===== config.mk =====
export PLATFORM = sky130hd
export DESIGN_NAME = pwrmw_sequencer
export DESIGN_NICKNAME = d
export VERILOG_FILES = /design/src/rtl/pwrmw_pkg.sv /design/src/rtl/pwrmw_decoder.sv /design/src/rtl/pwrmw_merge.sv /design/src/rtl/pwrmw_beat_capture.sv /design/src/rtl/pwrmw_sequencer.sv
export SDC_FILE = /design/constraint.sdc
export NUM_CORES = 1
export LEC_CHECK = 0
export CORE_MARGIN = 2
export CORE_UTILIZATION = 50
export CTS_CLUSTER_SIZE = 10
export DETAILED_ROUTE_END_ITERATION = 10
export PLACE_DENSITY = 0.79
export SLEW_MARGIN = 40
export SYNTH_ARGS = -nofsm -noshare
export SYNTH_HDL_FRONTEND = slang
export SYNTH_SLANG_ARGS = --single-unit

===== constraint.sdc =====
create_clock -name clk -period 7.11 [get_ports clk]
set_input_delay 1.422 -clock clk [delete_from_list [all_inputs] [get_ports clk]]
set_output_delay 1.422 -clock clk [all_outputs]
set_load 0.01 [all_outputs]

===== src/rtl/pwrmw_pkg.sv =====
package pwrmw_pkg;

    localparam int DATA_W = 64;
    localparam int CHK_W  = 8;
    localparam int WORD_W = DATA_W + CHK_W;
    localparam int LANES  = DATA_W / 8;

    typedef enum logic [1:0] {
        ST_IDLE,
        ST_RD_CMD,
        ST_RD_DATA,
        ST_WR_CMD
    } seq_state_e;

    typedef struct packed {
        logic [DATA_W-1:0] data;
        logic              single;
        logic              dbl;
        logic [6:0]        pos;
    } dec_result_t;

    // Extended Hamming check bits: data fills the non-power-of-two positions 1..71
    function automatic logic [CHK_W-1:0] chk_gen(input logic [DATA_W-1:0] d);
        logic [CHK_W-1:0] c;
        int               idx;
        c   = '0;
        idx = 0;
        for (int p = 1; p < WORD_W; p++) begin
            if ((p & (p - 1)) != 0) begin
                for (int k = 0; k < 7; k++) begin
                    if (p[k]) c[k] = c[k] ^ d[idx[5:0]];
                end
                idx++;
            end
        end
        c[7] = ^{d, c[6:0]};
        return c;
    endfunction

    function automatic dec_result_t chk_decode(input logic [WORD_W-1:0] w);
        dec_result_t      r;
        logic [CHK_W-1:0] fresh;
        logic [6:0]       syn;
        logic             odd;
        logic             hit;
        int               idx;
        r.data   = w[DATA_W-1:0];
        r.single = 1'b0;
        r.dbl    = 1'b0;
        r.pos    = '0;
        hit      = 1'b0;
        idx      = 0;
        fresh    = chk_gen(w[DATA_W-1:0]);
        syn      = fresh[6:0] ^ w[DATA_W+6:DATA_W];
        odd      = ^w;
        if (odd) begin
            r.single = 1'b1;
            if (syn == 7'd0) begin
                r.pos = 7'(DATA_W + 7);
            end else if ($onehot(syn)) begin
                for (int k = 0; k < 7; k++) begin
                    if (syn[k]) r.pos = 7'(DATA_W + k);
                end
            end else begin
                for (int p = 1; p < WORD_W; p++) begin
                    if ((p & (p - 1)) != 0) begin
                        if (7'(p) == syn) begin
                            r.data[idx[5:0]] = ~w[idx[5:0]];
                            r.pos            = 7'(idx);
                            hit              = 1'b1;
                        end
                        idx++;
                    end
                end
                if (!hit) begin
                    r.single = 1'b0;
                    r.dbl    = 1'b1;
                end
            end
        end else if (syn != 7'd0) begin
            r.dbl = 1'b1;
        end
        return r;
    endfunction

endpackage


===== src/rtl/pwrmw_decoder.sv =====
module pwrmw_decoder
    import pwrmw_pkg::*;
(
    input  logic [WORD_W-1:0] code_in,
    output dec_result_t       result
);

    always_comb result = chk_decode(code_in);

endmodule


===== src/rtl/pwrmw_merge.sv =====
module pwrmw_merge
    import pwrmw_pkg::*;
(
    input  logic [DATA_W-1:0] base,
    input  logic [DATA_W-1:0] upd,
    input  logic [LANES-1:0]  lane_en,
    output logic [WORD_W-1:0] coded
);

    logic [DATA_W-1:0] merged;

    for (genvar i = 0; i < LANES; i++) begin : g_lane
        assign merged[i*8 +: 8] = lane_en[i] ? upd[i*8 +: 8] : base[i*8 +: 8];
    end

    assign coded = {chk_gen(merged), merged};

endmodule


===== src/rtl/pwrmw_beat_capture.sv =====
module pwrmw_beat_capture
    import pwrmw_pkg::*;
#(
    parameter int BEATS = 8,
    localparam int BEAT_W = $clog2(BEATS)
) (
    input  logic              clk,
    input  logic              rst,
    input  logic              start,
    input  logic              beat_valid,
    input  logic [WORD_W-1:0] beat_data,
    input  logic [BEAT_W-1:0] target,
    output logic [WORD_W-1:0] captured,
    output logic              done
);

    logic              active;
    logic [BEAT_W-1:0] cnt;

    always_ff @(posedge clk) begin
        if (rst) begin
            active   <= 1'b0;
            cnt      <= '0;
            done     <= 1'b0;
            captured <= '0;
        end else begin
            done <= 1'b0;
            if (start) begin
                active <= 1'b1;
                cnt    <= '0;
            end else if (active && beat_valid) begin
                if (cnt == target) captured <= beat_data;
                cnt <= cnt + 1'b1;
                if (cnt == BEAT_W'(BEATS - 1)) begin
                    active <= 1'b0;
                    done   <= 1'b1;
                end
            end
        end
    end

    // the burst ends only on a received beat
    assert_done_on_beat_R4: assert property (@(posedge clk) disable iff (rst)
        done |-> $past(beat_valid));

endmodule


===== src/rtl/pwrmw_sequencer.sv =====
module pwrmw_sequencer
    import pwrmw_pkg::*;
#(
    parameter int ADDR_W      = 16,
    parameter int BURST_BEATS = 8
) (
    input  logic                clk,
    input  logic                rst,
    input  logic                req_valid,
    output logic                req_ready,
    input  logic [ADDR_W-1:0]   req_addr,
    input  logic [DATA_W-1:0]   req_wdata,
    input  logic [LANES-1:0]    req_mask,
    output logic                rsp_valid,
    output logic                rsp_err,
    output logic                mem_cmd_valid,
    input  logic                mem_cmd_ready,
    output logic                mem_cmd_write,
    output logic [ADDR_W-1:0]   mem_cmd_addr,
    output logic [WORD_W-1:0]   mem_cmd_wdata,
    input  logic                mem_rvalid,
    input  logic [WORD_W-1:0]   mem_rdata,
    output logic                ecc_single,
    output logic                ecc_double,
    output logic [6:0]          ecc_pos
);

    localparam int BEAT_W = $clog2(BURST_BEATS);

    seq_state_e        state_q;
    logic [ADDR_W-1:0] addr_q;
    logic [DATA_W-1:0] wdata_q;
    logic [LANES-1:0]  mask_q;
    logic [WORD_W-1:0] wword_q;
    logic [WORD_W-1:0] cap_word;
    logic              cap_done;
    dec_result_t       dec;
    logic [WORD_W-1:0] merged_code;
    logic [ADDR_W-1:0] burst_addr;

    assign burst_addr    = {addr_q[ADDR_W-1:BEAT_W], {BEAT_W{1'b0}}};
    assign req_ready     = (state_q == ST_IDLE);
    assign mem_cmd_valid = (state_q == ST_RD_CMD) || (state_q == ST_WR_CMD);
    assign mem_cmd_write = (state_q == ST_WR_CMD);
    assign mem_cmd_addr  = mem_cmd_write ? addr_q : burst_addr;
    assign mem_cmd_wdata = wword_q;

    pwrmw_beat_capture #(.BEATS(BURST_BEATS)) u_capture (
        .clk        (clk),
        .rst        (rst),
        .start      (state_q == ST_RD_CMD && mem_cmd_ready),
        .beat_valid (mem_rvalid),
        .beat_data  (mem_rdata),
        .target     (addr_q[BEAT_W-1:0]),
        .captured   (cap_word),
        .done       (cap_done)
    );

    pwrmw_decoder u_decoder (
        .code_in (cap_word),
        .result  (dec)
    );

    pwrmw_merge u_merge (
        .base    (dec.data),
        .upd     (wdata_q),
        .lane_en (mask_q),
        .coded   (merged_code)
    );

    always_ff @(posedge clk) begin
        if (rst) begin
            state_q    <= ST_IDLE;
            addr_q     <= '0;
            wdata_q    <= '0;
            mask_q     <= '0;
            wword_q    <= '0;
            rsp_valid  <= 1'b0;
            rsp_err    <= 1'b0;
            ecc_single <= 1'b0;
            ecc_double <= 1'b0;
            ecc_pos    <= '0;
        end else begin
            rsp_valid  <= 1'b0;
            rsp_err    <= 1'b0;
            ecc_single <= 1'b0;
            ecc_double <= 1'b0;
            case (state_q)
                ST_IDLE: begin
                    if (req_valid) begin
                        addr_q  <= req_addr;
                        wdata_q <= req_wdata;
                        mask_q  <= req_mask;
                        if (req_mask == '0) begin
                            rsp_valid <= 1'b1;
                        end else if (req_mask == '1) begin
                            wword_q <= {chk_gen(req_wdata), req_wdata};
                            state_q <= ST_WR_CMD;
                        end else begin
                            state_q <= ST_RD_CMD;
                        end
                    end
                end
                ST_RD_CMD: begin
                    if (mem_cmd_ready) state_q <= ST_RD_DATA;
                end
                ST_RD_DATA: begin
                    if (cap_done) begin
                        if (dec.dbl) begin
                            ecc_double <= 1'b1;
                            rsp_valid  <= 1'b1;
                            rsp_err    <= 1'b1;
                            state_q    <= ST_IDLE;
                        end else begin
                            if (dec.single) begin
                                ecc_single <= 1'b1;
                                ecc_pos    <= dec.pos;
                            end
                            wword_q <= merged_code;
                            state_q <= ST_WR_CMD;
                        end
                    end
                end
                ST_WR_CMD: begin
                    if (mem_cmd_ready) begin
                        rsp_valid <= 1'b1;
                        state_q   <= ST_IDLE;
                    end
                end
                default: state_q <= ST_IDLE;
            endcase
        end
    end

    // a stalled command keeps its contents
    assert_cmd_hold_R9: assert property (@(posedge clk) disable iff (rst)
        mem_cmd_valid && !mem_cmd_ready |=> mem_cmd_valid && $stable(mem_cmd_write)
            && $stable(mem_cmd_addr) && $stable(mem_cmd_wdata));

    // empty mask answers next cycle without a memory command
    assert_zero_mask_R7: assert property (@(posedge clk) disable iff (rst)
        req_valid && req_ready && req_mask == '0 |=> rsp_valid && !rsp_err && !mem_cmd_valid);

    // full mask goes straight to a write
    assert_full_direct_R3: assert property (@(posedge clk) disable iff (rst)
        req_valid && req_ready && req_mask == '1 |=> mem_cmd_valid && mem_cmd_write);

    // a finished write is answered without error
    assert_write_rsp_R3: assert property (@(posedge clk) disable iff (rst)
        mem_cmd_valid && mem_cmd_ready && mem_cmd_write |=> rsp_valid && !rsp_err);

    // a partial mask starts with a read
    assert_partial_read_R4: assert property (@(posedge clk) disable iff (rst)
        req_valid && req_ready && req_mask != '0 && req_mask != '1
            |=> mem_cmd_valid && !mem_cmd_write);

    // an error response always comes with the double-error flag
    assert_err_double_R6: assert property (@(posedge clk) disable iff (rst)
        rsp_valid && rsp_err |-> ecc_double);

    // single and double flags never coincide
    assert_flags_excl_R5: assert property (@(posedge clk) disable iff (rst)
        !(ecc_single && ecc_double));

    // busy after accepting a nonzero mask
    assert_busy_R8: assert property (@(posedge clk) disable iff (rst)
        req_valid && req_ready && req_mask != '0 |=> !req_ready);

endmodule


; Yosys cells after proc, flatten, opt, wreduce, memory -nomap -nowiden
; Cells that the tools add are included.
[word_totals]
reg_bits = 249
out_inout_bits = 102
[classes]
addsub = 131
magnitude_cmp = 252
n_eq_ne = 78
muxes = 1983
n_bitwise = 664
n_reduce_logical = 86
[ops]
columns = cell, n
row1 = $mux W64, 249
row2 = $bwmux W64, 63
row3 = $mux W6, 320
row4 = $mux W7, 262
row5 = $lt A6 B7 Y1 const B, 126
row6 = $bmux W1 S6, 126
row7 = $mux W1, 622
row8 = $xor A1 B1 Y1, 594
row9 = $lt A6 B8 Y1 const B, 63
row10 = $add A7 B2 Y7 const B, 62
row11 = $demux W1 S6, 63
row12 = $ge A6 B1 Y1 const B, 63
row13 = $add A6 B2 Y6 const B, 62
row14 = $mux W72, 5
row15 = $mux W2, 158
row16 = $eq A6 B7 Y1 const A, 31
row17 = $mux W3, 66
row18 = $pmux W72 S2, 1
row19 = $reduce_xor A71 Y1, 2
row20 = $mux W66, 2
row21 = $eq A5 B7 Y1 const A, 15
row22 = $mux W4, 25
row23 = $reduce_xor A72 Y1, 1
row24 = $not A1 Y1, 69
row25 = other kinds (37), 144

; Logic depth before layout (Yosys ltp)
[logic_depth]
depth_word = 400
mapped_depth = 30

; Hierarchy
; From an unflattened synthesis, not the netlist that was laid out.
[hier_totals]
cells_unflattened = 1964
area_unflattened_um2 = 17525.6
[modules_own_cells]
columns = module, instances, cells_each, area_per_inst_um2, seq_area_each_um2
row1 = pwrmw_sequencer, 1, 910, 8076.5, 3443.3
row2 = pwrmw_beat_capture, 1, 335, 3514.6, 1541.5
row3 = pwrmw_decoder, 1, 464, 3383.2, 0.0
row4 = pwrmw_merge, 1, 255, 2551.2, 0.0

; Worst setup path after synthesis
; Ideal clock, no wire load.
[synth_timing]
path_type = register -> register
startpoint = register u_capture.captured[54]
endpoint = register wword_q[71], in the netlist mem_cmd_wdata[71]
setup_ns = 0.088
t_arrival_ns = 7.090
slack_ns = -0.068
stages_incl_launch_ff = 27
n_path_buf = 3
synth_period_minus_slack_ns = 7.178
cell_sequence = dfxtp_1 xnor3_1 xnor3_1 xnor2_1 xnor2_1 xor2_1 buf_2 buf_1 nor2_1 fa_1 inv_1 fa_1 xor2_1 nand3_1 nand3_1 buf_2 o311ai_0 nand3_1 xnor2_1 xnor3_2 xnor3_1 xnor3_2 xor2_2 xnor3_1 xnor3_1 nand2_1 a311oi_2
[synth_between]
elab_chain_len = 367
elab_cells_between_ends = 887
classes_between = add/sub (6) / eq/ne (66) / mux (526) / bitwise (284) / reduce/logical (5)
[synth_rtl]
columns = element, line_no
row1 = start: declaration, pwrmw_beat_capture.sv:13  ; output logic [WORD_W-1:0] captured,
row2 = start signal: assignment, pwrmw_beat_capture.sv:32  ; if (cnt == target) captured <= beat_data;
row3 = $xor A1 B1 Y1 (7 in a row), pwrmw_pkg.sv:31  ; if (p[k]) c[k] = c[k] ^ d[idx[5:0]];
row4 = $xor A7 B7 Y7, pwrmw_pkg.sv:54  ; syn = fresh[6:0] ^ w[DATA_W+6:DATA_W];
row5 = $eq A2 B7 Y1, pwrmw_pkg.sv:67  ; if (7'(p) == syn) begin
row6 = $mux W1, pwrmw_pkg.sv:67
row7 = $mux W1, pwrmw_pkg.sv:60  ; end else if ($onehot(syn)) begin
row8 = $mux W1, pwrmw_pkg.sv:58  ; if (syn == 7'd0) begin
row9 = $mux W1, pwrmw_pkg.sv:56  ; if (odd) begin
row10 = $bwmux W64, pwrmw_pkg.sv:68  ; r.data[idx[5:0]] = ~w[idx[5:0]];
row11 = (+312 left out), -
row12 = $mux W66, pwrmw_pkg.sv:58
row13 = $mux W65, pwrmw_pkg.sv:56
row14 = $mux W8, pwrmw_merge.sv:13  ; assign merged[i*8 +: 8] = lane_en[i] ? upd[i*8 +: 8] : base[i*8 +: 8];
row15 = $xor A1 B1 Y1 (34 in a row), pwrmw_pkg.sv:31
row16 = $reduce_xor A71 Y1, pwrmw_pkg.sv:36  ; c[7] = ^{d, c[6:0]};
row17 = $mux W72, pwrmw_sequencer.sv:109  ; if (dec.dbl) begin
row18 = $mux W72, pwrmw_sequencer.sv:108  ; if (cap_done) begin
row19 = $pmux W72 S2, pwrmw_sequencer.sv:88  ; case (state_q)
row20 = end signal: assignment, pwrmw_sequencer.sv:97  ; wword_q <= {chk_gen(req_wdata), req_wdata};
row21 = end signal: assignment, pwrmw_sequencer.sv:119  ; wword_q <= merged_code;
row22 = end: declaration, pwrmw_sequencer.sv:34  ; logic [WORD_W-1:0] wword_q;
; Parallel ways exist; a longest one is shown, timed or not. The select of a mux whose other input is x is not followed.
; A chain may end at the register's enable or synchronous reset.

; Worst setup path in the final report
[layout_timing]
startpoint = register u_capture.captured[35]
endpoint = register wword_q[71], in the netlist mem_cmd_wdata[71]
[layout_between]
elab_chain_len = 382
elab_cells_between_ends = 917
classes_between = add/sub (6) / eq/ne (66) / mux (526) / bitwise (314) / reduce/logical (5)
[layout_rtl]
columns = element, line_no
row1 = $xor A1 B1 Y1 (22 in a row), pwrmw_pkg.sv:31
row2 = $xor A7 B7 Y7, pwrmw_pkg.sv:54
row3 = $eq A2 B7 Y1, pwrmw_pkg.sv:67
row4 = $mux W1, pwrmw_pkg.sv:67
row5 = $mux W1, pwrmw_pkg.sv:60
row6 = $mux W1, pwrmw_pkg.sv:58
row7 = $mux W1, pwrmw_pkg.sv:56
row8 = $bwmux W64, pwrmw_pkg.sv:68
row9 = (+312 left out), -
row10 = $mux W66, pwrmw_pkg.sv:58
row11 = $mux W65, pwrmw_pkg.sv:56
row12 = $mux W8, pwrmw_merge.sv:13
row13 = $xor A1 B1 Y1 (34 in a row), pwrmw_pkg.sv:31
row14 = $reduce_xor A71 Y1, pwrmw_pkg.sv:36
row15 = $mux W72, pwrmw_sequencer.sv:109
row16 = $mux W72, pwrmw_sequencer.sv:108
row17 = $pmux W72 S2, pwrmw_sequencer.sv:88
; Parallel ways exist; a longest one is shown, timed or not. The select of a mux whose other input is x is not followed.

==> metrics.yaml <==
path_max_fanout: 12
clock_sink_count: 249
h-tree-depth: 1
async_reset_ff_frac: 0
drcViolationCount: 0
start_util: 0.509
nNetsFinal: 2654
power.density_nw_per_um2: 524
ys.warnings.count: 0
drtAntennaViolNets: 0
worst_skew_pair.late_latency_ps: 580
global_route_wire_length_before_repair_mm: 99.0
synth_top_flop_cell: "sky130_fd_sc_hd__dfxtp_1"
floorplan.io_pins: 267
cp-start-kind: "register"
cts_root_cell: "sky130_fd_sc_hd__clkbuf_16"
synth.avg_cell_area_um2: 7.91
cp_num_buf_inv: 5
number_of_synthesized_flops_with_an_enable_pin: 0
die_width_um: 186
synth_cell_types: 64
route.detailed.vias_per_inst: 5.81
row_cnt: 66
dp.cells: 2876
drtIter0Drc: 1693
clock_skew_ps: 15.5
reg2regPathDepth: 28
synth_cells: 2100
p_leak_nw: 8.28
top_cell_type_s_share_of_synthesized_area: 0.300
area.sequential_um2: 5000
post_synth_instance_area_um2: 16600
grt_pass1_vias: 16100
setup-tns-final_ps: 0
critPathMaxStageDelay_ps: 500
wire_per_inst_um: 23.4
grt_antenna_before_repair: 2
floorplan.core_area_um2: 32600
max_cap_viol_count: 0
mostFrequentLayoutCells: "445 x sky130_fd_sc_hd__nand2_1, 265 x sky130_fd_sc_hd__clkdlybuf4s50_1, 252 x sky130_fd_sc_hd__xnor2_1, 240 x sky130_fd_sc_hd__dfxtp_1, 233 x sky130_fd_sc_hd__a21oi_1"
layout_area_growth_over_synthesis_pct: 34.2
worstPathRequired_ps: 7610
total_power_w: 0.0117
finalCriticalPeriod_ps: 6950
synth.area.top_cells: "sky130_fd_sc_hd__dfxtp_1 30%, sky130_fd_sc_hd__xnor2_1 14%, sky130_fd_sc_hd__nand2_1 10%"
final_max_slew_viol_count: 0
finalCritPeriodShare: 0.978
track_usage: 0.385
most_frequent_standard_cell_in_the_layout_excluding_fill_and_tap_cells: "sky130_fd_sc_hd__nand2_1"
outcome: "finished, final reports clean"
final.fill_count: 2649
global_route.overflow_total: 0
relSlewSlack: 0.419
timing.hold.worst_path_depth: 2
hold-worst-slack_ps: 452
final_cells: 2930
setup.worst_path.class: "register to register"
routed_wl_mm: 68.4
die-area_um2: 34700
slew_at_the_pin_closest_to_its_max_slew_limit_ps: 867
detailedPlacementHpwl_mm: 53.1
die_h_um: 186
startpoint_of_the_worst_register_to_register_path: "u_capture.captured[35]"
min-delay-start: "wdata_q[33]"
timing.fmax_ghz: 0.144
ctsLongestPathBuffers: 3
endpoint_kind: "register"
gpl.final_weighted_congestion: 1.02
timing.critical_path.slowest_stage_cell: "sky130_fd_sc_hd__fa_1"
cts_made_buffers: 30
synth_fp_nets: 2278
ir_worst_vdd_mv: 0.627
crit_family: "XOR/XNOR gates"
yosys_reg_bits: 249
area_of_the_multi_input_gates_um2: 11300
worst_r2r_endpoint: "mem_cmd_wdata[71]"
dr_total_vias: 17000
hold_path_end: "wdata_q[33]"
io_buffers: 266
clkSlewWorstSetupHoldPaths_ps: 60
worstHoldPathType: "register to register"
drive_above_1_share: 0.147
final_hold_viol_count: 0
synth_seq_area_share: 0.300
tritoncts: "built"
finalSetupViolations: 0
largest_net_degree_at_the_start_of_global_routing: 145
worst_ep_arrival_time_ps: 7450
yosysTopAreaCell: "sky130_fd_sc_hd__dfxtp_1"
timing.critical_path.depth: 28
detail_route.first_pass.iterations: 6
reg2reg_slack_ps: 160
diodes: 0
what timing repair did:
action | 4_1_cts | 5_1_grt
gates resized for setup | 3 | 76
endpoints found under the setup margin | 1 | 4
gates cloned | 0 | 1
pin swaps | 0 | 21
hold buffers | 0 | 0
setup buffers | 3 | 6
hold endpoints to repair | 0 | 0
metal layers:
layer / up-vias / track usage / part of all wire
met5: - / 0 / 0.00050
met4: 4 / 0.211 / 0.061
met3: 220 / 0.0664 / 0.095
met2: 952 / 0.594 / 0.43
met1: 7957 / 0.513 / 0.41
li1: 7901 / - / -
final cells by class:
cell class	instances	share of cell area
repair buffers	503	0.203
clock inverters	3	0.00230
inverters	22	0.00371
clock buffers	41	0.0369
well taps	442	0.0248
multi-input cells	1670	0.506
flip-flops and latches	249	0.224
tightest hold or removal path, cell delays in order, from the launching register on:
cell and delay (ps):
sky130_fd_sc_hd__dfxtp_1 300, sky130_fd_sc_hd__nand2_1 50, sky130_fd_sc_hd__a21oi_1 50
stage by stage:
step,util,worst slack (ps),instance area (um^2)
6_report,0.683,157,22300
5_1_grt,0.683,-77.2,22300
4_1_cts,0.669,7.31,21800
3_5_place_dp,0.641,-75.8,20900
3_3_place_gp,0.640,92.6,20900
2_1_floorplan,-,61.0,16600
how the worst max path moves through the flow:
| stage | startpoint | to |
|---|---|---|
| after floorplan | u_capture.captured[54] | mem_cmd_wdata[71] |
| after global placement | u_capture.captured[17] | mem_cmd_wdata[71] |
| final | u_capture.captured[35] | mem_cmd_wdata[71] |
| after global routing | u_capture.captured[62] | mem_cmd_wdata[71] |
| after detailed placement | u_capture.captured[17] | mem_cmd_wdata[71] |
| after CTS | u_capture.captured[45] | mem_cmd_wdata[71] |
flip-flops by register name, summed over array words and instances, names as in the netlist:
name                flops
addr_q                 16
ecc_double              1
ecc_pos                 7
ecc_single              1
mask_q                  8
mem_cmd_wdata          72
rsp_valid               1
state_q                 2
u_capture.active        1
u_capture.captured     72
u_capture.cnt           3
u_capture.done          1
wdata_q                64
cells in the mapped netlist (all sizes together) (7+ instances only):
library cell / count
xnor2: 276
nor2: 166
nand2b: 26
and2: 8
buf: 41
clkbuf: 118
nand2: 446
nand4: 10
nand3: 32
o21ai: 40
ha: 10
o31a: 24
a211oi: 49
o22ai: 7
o311ai: 9
nor4: 26
xor2: 67
inv: 19
o211ai: 13
nor3: 30
mux2i: 18
a21oi: 233
and3: 9
dfxtp: 249
xnor3: 49
a311oi: 34
a31oi: 8
o31ai: 28
power breakdown:
group	internal, W	switching, W
Combinational	0.00371	0.00492
Sequential	0.00149	0.000119
Clock	0.000827	0.000600
Total	0.00603	0.00564
logic make-up (layout without fill, tap and decap cells):
| kind of cell | count (synthesis) | count (layout) | synth area share |
|---|---|---|---|
| buf+inv | 181 | 569 | 0.0468 |
| compound gates | 472 | 472 | 0.182 |
| simple gates | 771 | 771 | 0.195 |
| xor+xnor | 396 | 396 | 0.255 |
| flops | 249 | 249 | 0.300 |
| mux | 18 | 18 | 0.0108 |
| fa+ha+maj | 13 | 13 | 0.0112 |
Note: power is estimated with default switching activity, not from simulation.
